<file path="src/rtl/rqc_pkg.sv">
package rqc_pkg;

   // How an absolute difference is split into quotient and residue.
   typedef enum logic [1:0] {
      SPLIT_POW2,   // modulus is a power of two: bit slicing
      SPLIT_ONES,   // modulus is the all-ones pixel value: one compare
      SPLIT_DIV     // any other modulus: constant division
   } split_e;

   function automatic split_e pick_split(input int modv, input int pixw);
      if ((modv & (modv - 1)) == 0) return SPLIT_POW2;
      if (modv == (1 << pixw) - 1) return SPLIT_ONES;
      return SPLIT_DIV;
   endfunction

   // Bits needed to hold 0..maxv, at least one.
   function automatic int width_of(input longint maxv);
      int w;
      w = 1;
      while ((longint'(1) << w) <= maxv) w++;
      return w;
   endfunction

endpackage

</file>
<file path="src/rtl/rqc_elem_split.sv">
module rqc_elem_split #(
   parameter int PIX_W = 8,
   parameter int MOD   = 255,
   parameter int R_W   = 8,
   parameter int EQ_W  = 1
) (
   input  logic [PIX_W-1:0] cur_pix,
   input  logic [PIX_W-1:0] ref_pix,
   output logic [R_W-1:0]   e_res,
   output logic [EQ_W-1:0]  e_quo
);
   import rqc_pkg::*;

   localparam split_e KIND = pick_split(MOD, PIX_W);

   logic [PIX_W-1:0] diff;

   assign diff = (cur_pix >= ref_pix) ? (cur_pix - ref_pix) : (ref_pix - cur_pix);

   generate
      if (KIND == SPLIT_POW2) begin : g_pow2
         assign e_res = diff[R_W-1:0];
         assign e_quo = EQ_W'(diff >> R_W);
      end else if (KIND == SPLIT_ONES) begin : g_ones
         logic full;
         assign full  = &diff;
         assign e_quo = EQ_W'(full);
         assign e_res = full ? '0 : diff[R_W-1:0];
      end else begin : g_div
         assign e_quo = EQ_W'(diff / PIX_W'(MOD));
         assign e_res = R_W'(diff % PIX_W'(MOD));
      end
   endgenerate

   // the split reconstructs the difference with a residue below m
   always_comb begin
      p_elem_split_r2: assert ((int'(e_quo) * MOD + int'(e_res) == int'(diff)) && (int'(e_res) < MOD))
         else $error("element split does not rebuild the difference");
   end

endmodule

</file>
<file path="src/rtl/rqc_accum.sv">
module rqc_accum #(
   parameter int MOD  = 255,
   parameter int R_W  = 8,
   parameter int EQ_W = 1,
   parameter int Q_W  = 10
) (
   input  logic            clk,
   input  logic            rst_n,
   input  logic            acc_en,
   input  logic            acc_clr,
   input  logic [R_W-1:0]  r_in,
   input  logic [EQ_W-1:0] q_in,
   output logic [R_W-1:0]  r_next,
   output logic [Q_W-1:0]  q_next
);

   logic [R_W-1:0] racc;
   logic [Q_W-1:0] qacc;
   logic [R_W-1:0] r_base;
   logic [Q_W-1:0] q_base;
   logic [R_W:0]   r_sum;
   logic           wrap;

   assign r_base = acc_clr ? '0 : racc;
   assign q_base = acc_clr ? '0 : qacc;
   assign r_sum  = {1'b0, r_base} + {1'b0, r_in};
   assign wrap   = (r_sum >= (R_W+1)'(MOD));
   assign r_next = wrap ? R_W'(r_sum - (R_W+1)'(MOD)) : r_sum[R_W-1:0];
   assign q_next = q_base + Q_W'(q_in) + Q_W'(wrap);

   always_ff @(posedge clk) begin
      if (!rst_n) begin
         racc <= '0;
         qacc <= '0;
      end else if (acc_en) begin
         racc <= r_next;
         qacc <= q_next;
      end
   end

   // running residue stays inside [0, m-1]
   p_racc_range_r5: assert property (@(posedge clk) disable iff (!rst_n)
      int'(racc) < MOD);

   // the quotient sum never wraps within a legal block
   p_no_overflow_r4: assert property (@(posedge clk) disable iff (!rst_n)
      acc_en |-> (q_next >= q_base));

endmodule

</file>
<file path="src/rtl/rq_code_gen.sv">
module rq_code_gen #(
   parameter int PIX_W = 8,
   parameter int BLK_N = 16,
   parameter int MOD   = 255,
   localparam int R_W  = rqc_pkg::width_of(longint'(MOD - 1)),
   localparam int EQ_W = rqc_pkg::width_of(longint'(((1 << PIX_W) - 1) / MOD)),
   localparam int Q_W  = rqc_pkg::width_of(longint'(BLK_N) * BLK_N * ((1 << PIX_W) - 1) / MOD) + 1
) (
   input  logic             clk,
   input  logic             rst_n,
   input  logic             in_valid,
   input  logic             in_sob,
   input  logic             in_last,
   input  logic [PIX_W-1:0] cur_pix,
   input  logic [PIX_W-1:0] ref_pix,
   output logic             out_done,
   output logic [R_W-1:0]   out_rt,
   output logic [Q_W-1:0]   out_qt
);

   initial begin
      p_cfg_mod_r2: assert (MOD >= 2 && MOD <= (1 << PIX_W) - 1)
         else $error("modulus must lie in [2, 2^PIX_W - 1]");
      p_cfg_blk_r9: assert (BLK_N >= 1 && PIX_W >= 2)
         else $error("block size and pixel width must be positive");
   end

   logic [R_W-1:0]  e_res;
   logic [EQ_W-1:0] e_quo;
   logic [R_W-1:0]  r_next;
   logic [Q_W-1:0]  q_next;
   logic            take_last;

   assign take_last = in_valid && in_last;

   rqc_elem_split #(
      .PIX_W (PIX_W),
      .MOD   (MOD),
      .R_W   (R_W),
      .EQ_W  (EQ_W)
   ) u_split (
      .cur_pix (cur_pix),
      .ref_pix (ref_pix),
      .e_res   (e_res),
      .e_quo   (e_quo)
   );

   rqc_accum #(
      .MOD  (MOD),
      .R_W  (R_W),
      .EQ_W (EQ_W),
      .Q_W  (Q_W)
   ) u_accum (
      .clk     (clk),
      .rst_n   (rst_n),
      .acc_en  (in_valid),
      .acc_clr (in_sob),
      .r_in    (e_res),
      .q_in    (e_quo),
      .r_next  (r_next),
      .q_next  (q_next)
   );

   always_ff @(posedge clk) begin
      if (!rst_n) begin
         out_done <= 1'b0;
         out_rt   <= '0;
         out_qt   <= '0;
      end else begin
         out_done <= take_last;
         if (take_last) begin
            out_rt <= r_next;
            out_qt <= q_next;
         end
      end
   end

   // done only follows an accepted last pair
   p_done_after_last_r7: assert property (@(posedge clk) disable iff (!rst_n)
      out_done |-> $past(take_last));

   // results hold between block ends
   p_hold_results_r7: assert property (@(posedge clk) disable iff (!rst_n)
      !take_last |=> ($stable(out_rt) && $stable(out_qt)));

   // an idle cycle never raises done
   p_idle_no_done_r8: assert property (@(posedge clk) disable iff (!rst_n)
      !in_valid |=> !out_done);

   // reported residue below the modulus
   p_rt_range_r5: assert property (@(posedge clk) disable iff (!rst_n)
      out_done |-> (int'(out_rt) < MOD));

endmodule

</file>
<file path="config.mk">
export PLATFORM = sky130hd
export DESIGN_NAME = rq_code_gen
export DESIGN_NICKNAME = d
export VERILOG_FILES = /design/src/rtl/rqc_pkg.sv /design/src/rtl/rqc_elem_split.sv /design/src/rtl/rqc_accum.sv /design/src/rtl/rq_code_gen.sv
export SDC_FILE = /design/constraint.sdc
export NUM_CORES = 1
export LEC_CHECK = 0
export BUFFER_PORTS_ARGS = -buffer_cell sky130_fd_sc_hd__buf_2
export CAP_MARGIN = 10
export CORE_MARGIN = 8
export CORE_UTILIZATION = 59
export DETAILED_ROUTE_END_ITERATION = 8
export PLACE_DENSITY = 0.81
export SYNTH_ARGS = -nofsm -noshare
export SYNTH_HDL_FRONTEND = slang
export SYNTH_HIERARCHICAL = 1
export SYNTH_SLANG_ARGS = --single-unit
export TNS_END_PERCENT = 50
</file>
<file path="constraint.sdc">
create_clock -name clk -period 9 [get_ports clk]
set_input_delay 0.9 -clock clk [delete_from_list [all_inputs] [get_ports clk]]
set_output_delay 0.9 -clock clk [all_outputs]
set_load 0.1 [all_outputs]
</file>
Yosys cells after proc, flatten, opt, wreduce, memory -nomap -nowiden:

Cells that the tools add are included.

* word-level logic and storage cells: 20
* bits of input ports: 21
* flip-flop bits (word level): 37
* output and inout bits: 19

* multiplexer cells: 5
* reduce and logical (&&, ||, !) cells: 2
* add/sub/neg operators: 6
* magnitude comparators: 2

Operators with widths (count)
* two-way mux 8 bit: 4
* adder 10 x 1 -> 10 bit: 2
* subtractor 8 bit: 2
* two-way mux 10 bit: 1
* adder 8 x 8 -> 9 bit: 1
* greater-or-equal comparator 9 x 8 -> 1 bit (second input constant): 1
* greater-or-equal comparator 8 bit: 1
* AND reduction 8 bit: 1
* subtractor 8 bit (second input constant): 1
* logical AND 1 bit: 1

Depth between registers and ports, before layout:

* depth after elaboration: 7
* gate-level depth with buffers: 28
* mapped depth without buffers: 26

Modules after synthesis:

The synthesis kept the hierarchy.

By module, submodules not included
* rqc_accum: sequential area each 360.3 µm², area an instance 1514.0 µm², cells each 191, instances 1
* rqc_elem_split: sequential area each 0.0 µm², area an instance 952.2 µm², cells each 129, instances 1
* rq_code_gen: sequential area each 380.4 µm², area an instance 775.7 µm², cells each 85, instances 1

Worst setup path after synthesis:

Ideal clock, no wire load.

* path kind: input-to-reg
* start point: input cur_pix[4]
* end point: register u_accum.qacc[9]
* path buffers: 2
* data arrival time: 6518 ps
* stages: 24
* data required time: 8872 ps
* setup time: 128 ps
* path slack: 2354 ps
* path through: inv_1 ha_1 buf_6 a21o_1 a21o_1 a221o_1 or4b_1 and3_4 nor4_4 a31oi_1 fa_1 a21o_1 a21oi_1 xnor2_1 nand3_1 o41a_1 buf_6 fa_1 nor2b_1 nor4bb_1 nand3_1 xnor2_1 mux2i_1 nor2_1

* cells in the longest elaborated chain, start to end: 7
* elaborated cells on any way between the ends: 10
* those cells by class: 5 x add/sub; 2 x order compare; 2 x mux; 1 x reduce/logical

Ends and longest elaborated chain
* start: declaration: line rq_code_gen.sv:14 `input logic [PIX_W-1:0] cur_pix,`
* subtractor 8 bit / greater-or-equal comparator 8 bit (equally long branches): line rqc_elem_split.sv:18 `assign diff = (cur_pix >= ref_pix) ? (cur_pix - ref_pix) : (ref_pix - cur_pix);`
* two-way mux 8 bit (*): line rqc_elem_split.sv:18
* AND reduction 8 bit: line rqc_elem_split.sv:26 `assign full = &diff;`
* two-way mux 8 bit (*): line rqc_elem_split.sv:28 `assign e_res = full ? '0 : diff[R_W-1:0];`
* via e_res[1]: line rq_code_gen.sv:28 `logic [R_W-1:0] e_res;`
* adder 8 x 8 -> 9 bit (*): line rqc_accum.sv:26 `assign r_sum = {1'b0, r_base} + {1'b0, r_in};`
* greater-or-equal comparator 9 x 8 -> 1 bit (*): line rqc_accum.sv:27 `assign wrap = (r_sum >= (R_W+1)'(MOD));`
* adder 10 x 1 -> 10 bit (*): line rqc_accum.sv:29 `assign q_next = q_base + Q_W'(q_in) + Q_W'(wrap);`
* via q_next[9]: line rq_code_gen.sv:31 `logic [Q_W-1:0] q_next;`
* end signal: assignment: line rqc_accum.sv:37 `qacc <= q_next;`
* end: declaration: line rqc_accum.sv:18 `logic [Q_W-1:0] qacc;`

The timed path passes the listed nets; every way through them passes the cells marked *.
A chain may end at the register's enable or synchronous reset.

Worst setup path in the final report:

* start point: input cur_pix[2]
* end point: register u_accum.qacc[9]

The elaborated chain is that of the path after synthesis.

==> flow_metrics.py <==
metrics = {
    "outcome": {
        "outcome": "finished clean",
    },
    "global_route": {
        "grt.overflow.total": 0,
        "antenna_found_initial": 0,
        "met1_usage_pct": 23.26,
        "use_met2_pct": 30.80,
        "busiest_layer": "met2",
        "grt_pass1_wl_um": 13220,
        "grt_pass1_vias": 2978,
        "grt_max_degree": 47,
        "grt_usage_pct": 18.78,
        "gr-usage-met3_pct": 4.156,
    },
    "die": {
        "fp.coreArea_sq_um": 5405,
        "die_area_sq_um": 8123,
        "rows": 27,
        "die_y_um": 90.13,
        "initial_core_util_pct": 59.98,
        "fp.dieW_um": 90.13,
        "io_pins": 40,
    },
    "timing": {
        "finalClockSkew_ns": 0.01060,
        "post-route-min-period_ns": 7.224,
        "rsz0062_at_grt": "no",
        "fin_setup_tns_ns": 0,
        "tightest_slew_ns": 0.7521,
        "fmax_ghz": 0.1384,
        "finalHoldViolations": 0,
        "period_share_pct": 80.27,
        "max_slew_margin_pct": 49.86,
        "setup_violations": 0,
        "slew_violations": 0,
    },
    "clock_network": {
        "numCtsBuffers": 5,
        "h-tree-depth": 2,
        "postCtsSetupBuffers": 0,
        "cts_max_path_buffers": 2,
        "cts.sinks": 37,
        "clock-root-buffer": "clkbuf_8",
        "cts_tree": "built",
        "insertion_delay_ns": 0.30,
        "ctsHoldBuffers": 0,
        "cts.reportedPaths.clkPinSlew_ns": 0.08,
        "cts-resized-gates": 0,
    },
    "finish": {
        "finalInstanceArea_sq_um": 3510,
        "drive_gt1_share_pct": 16.55,
        "layout_commonest_cell": "buf_2",
        "final_util_pct": 64.93,
        "final_cell_mix": "39 x buf_2, 37 x dfxtp_1, 33 x nand2_1",
        "diodes": 0,
        "areaGrowthSynthToFinish_pct": 8.259,
        "fillers": 474,
        "nets": 478,
    },
    "synthesis": {
        "seq_area_frac_synth_pct": 22.85,
        "synthesis.instances": 405,
        "synthFlopType": "dfxtp_1",
        "synth_nets": 455,
        "syn_area_per_cell_sq_um": 8.005,
        "async_reset_ff_share_pct": 0,
        "yosysWarnings": 6,
        "synth_seq_cells": 37,
        "synth_cell_types": 64,
        "synth_edf_count": 0,
        "synth_area_sq_um": 3242,
    },
    "worst_setup_path": {
        "cp_top_family": "simple AND/OR/NAND/NOR gates",
        "end_kind": "flop",
        "crit_path_start": "cur_pix[2]",
        "crit-reg2reg-launch": "u_accum/racc[0]",
        "crit_type": "input pin to flop",
        "cpMaxStageDelayCell": "o41a_1",
        "arrival_ns": 7.46,
        "regToRegSetupSlack_ns": 4.58,
        "reg2reg_depth": 15,
        "crit_chain": "buf_2, inv_1, ha_1, a21oi_1, nand2_1, o311ai_1, or4b_1, and3_4, nor4_4, a31oi_1, ha_1, a211oi_1, nor2_1, xor2_1, nand3_1, o41a_1, fa_1, nor2b_1, nor4bb_1, nand3_1, xnor2_1, mux2i_1, nor2_1",
        "cp.required_ns": 9.24,
        "critical_path.max_stage_delay_ns": 0.66,
        "r2r_end": "u_accum/qacc[9]",
        "crit_cells": 23,
        "cp_num_buf_inv": 2,
        "worstSetupEndpoint": "u_accum/qacc[9]",
        "path_max_fanout": 12,
        "startpoint_type": "input pin",
    },
    "drt": {
        "vias": 2980,
        "drc_errors": 0,
        "first_pass_iters": 4,
        "ant_nets": 0,
        "wl_per_cell_um": 14.94,
        "viasPerCell": 5.948,
        "wirelength_um": 7483,
        "drt-initial-drc-count": 195,
    },
    "place": {
        "dpl_cell_area_sq_um": 3390,
        "post-dp-hpwl_um": 5654,
        "io_buffers": 39,
        "place_congestion": 0.8951,
    },
    "job": {
        "cap_violations": 0,
    },
    "hold_path": {
        "min_path_type": "flop to flop",
    },
    "power": {
        "vdd_drop_max_uv": 153.3,
        "p_leak_nw": 1.538,
        "power_mw": 0.6660,
        "power.density_nw_per_um2": 189.8,
    },
}
==> routing by layer <==
metal,vias to the layer above,part of all wire [%]
met5,-,0
li1,1496,-
met2,71,47
met1,1400,47
met3,13,5.0
met4,0,1.6
==> metrics by stage <==
step	hold WS, ns	cells	setup slack, ns
floorplan	0.4506	405	2.354
global placement	0.4437	493	1.766
detailed placement	0.4467	493	1.563
CTS	0.4598	501	1.861
global route	0.4729	501	1.219
finish	0.4583	501	1.776
==> kinds of logic (layout without fill, tap and decap cells) <==
kind of cell	Yosys count	after routing	synth area share, %
buffers and inverters	50	74	7.372
and+or+nand+nor	165	165	28.45
muxes	12	12	3.782
adders and majority gates	29	29	12.12
xor gates and xnor gates	20	20	5.635
AOI/OAI and AO/OA	92	92	19.80
DFF	37	37	22.85
==> worst min-delay path: stages, from the launching register on <==
cell and delay [ns]:
dfxtp_1 0.31, nand2_1 0.06, o21ai_2 0.05
==> power by group <==
part	internal, mW	switching [mW]
logic	0.113	0.214
registers	0.179	0.00764
clock network	0.0901	0.0619
==> final cells by class <==
cell class | instances | area [sq um] | area share (%)
well taps | 72 | 90.09 | 2.567
inverters | 27 | 101.3 | 2.888
multi-input cells | 318 | 2262 | 64.46
repair buffers | 39 | 195.2 | 5.561
clock buffers | 6 | 82.58 | 2.353
clock inverters | 2 | 37.54 | 1.070
flip-flops and latches | 37 | 740.7 | 21.11
==> cell usage after synthesis, drive strengths merged, types with 2 or more instances <==
| cell type | n | area share [%] |
|---|---|---|
| or2 | 3 | 0.58 |
| xor2 | 12 | 3.5 |
| a21o | 7 | 1.6 |
| nor3 | 12 | 1.9 |
| nand3b | 4 | 0.93 |
| fa | 4 | 2.5 |
| mux2i | 10 | 3.1 |
| nand4b | 2 | 0.54 |
| a31oi | 8 | 1.5 |
| a21bo | 2 | 0.62 |
| xnor2 | 8 | 2.2 |
| nor3b | 4 | 0.93 |
| nand2b | 8 | 1.5 |
| a2111oi | 2 | 0.54 |
| a21oi | 19 | 2.9 |
| dfxtp | 37 | 23 |
| o31ai | 2 | 0.89 |
| and3b | 2 | 0.54 |
| o211ai | 2 | 0.46 |
| and2 | 2 | 0.46 |
| nand3 | 9 | 1.4 |
| nor2b | 18 | 3.5 |
| nor4b | 3 | 0.81 |
| ha | 25 | 9.6 |
| and4 | 2 | 0.54 |
| clkbuf | 10 | 1.2 |
| o21a | 2 | 0.46 |
| buf | 13 | 3.1 |
| o21ai | 30 | 5.8 |
| or3 | 5 | 0.96 |
| a211oi | 3 | 0.69 |
| nand4 | 22 | 4.2 |
| nand2 | 34 | 4.0 |
| nor2 | 27 | 3.1 |
| mux2 | 2 | 0.69 |
| o211a | 2 | 0.62 |
| o311ai | 2 | 0.54 |
| a21boi | 2 | 0.46 |
| and3 | 3 | 0.73 |
| inv | 27 | 3.1 |
==> worst min path at each step <==
stage | slack, ns | cells after the start | startpoint | endpoint
3_5_place_dp | 0.45 | 2 | out_qt[5] | out_qt[5]
3_3_place_gp | 0.44 | 2 | out_qt[8] | out_qt[8]
2_1_floorplan | 0.45 | 2 | u_accum/racc[2] | u_accum/racc[2]
6_report | 0.46 | 2 | out_rt[0] | out_rt[0]
5_1_grt | 0.47 | 2 | out_qt[6] | out_qt[6]
4_1_cts | 0.46 | 2 | out_rt[3] | out_rt[3]
==> state kept, by name, summed over array words and instances (netlist names) <==
register and flops:
out_qt 10, u_accum/qacc 10, out_rt 8, u_accum/racc 8
out_done 1
Note: power is estimated with default switching activity, not from simulation.
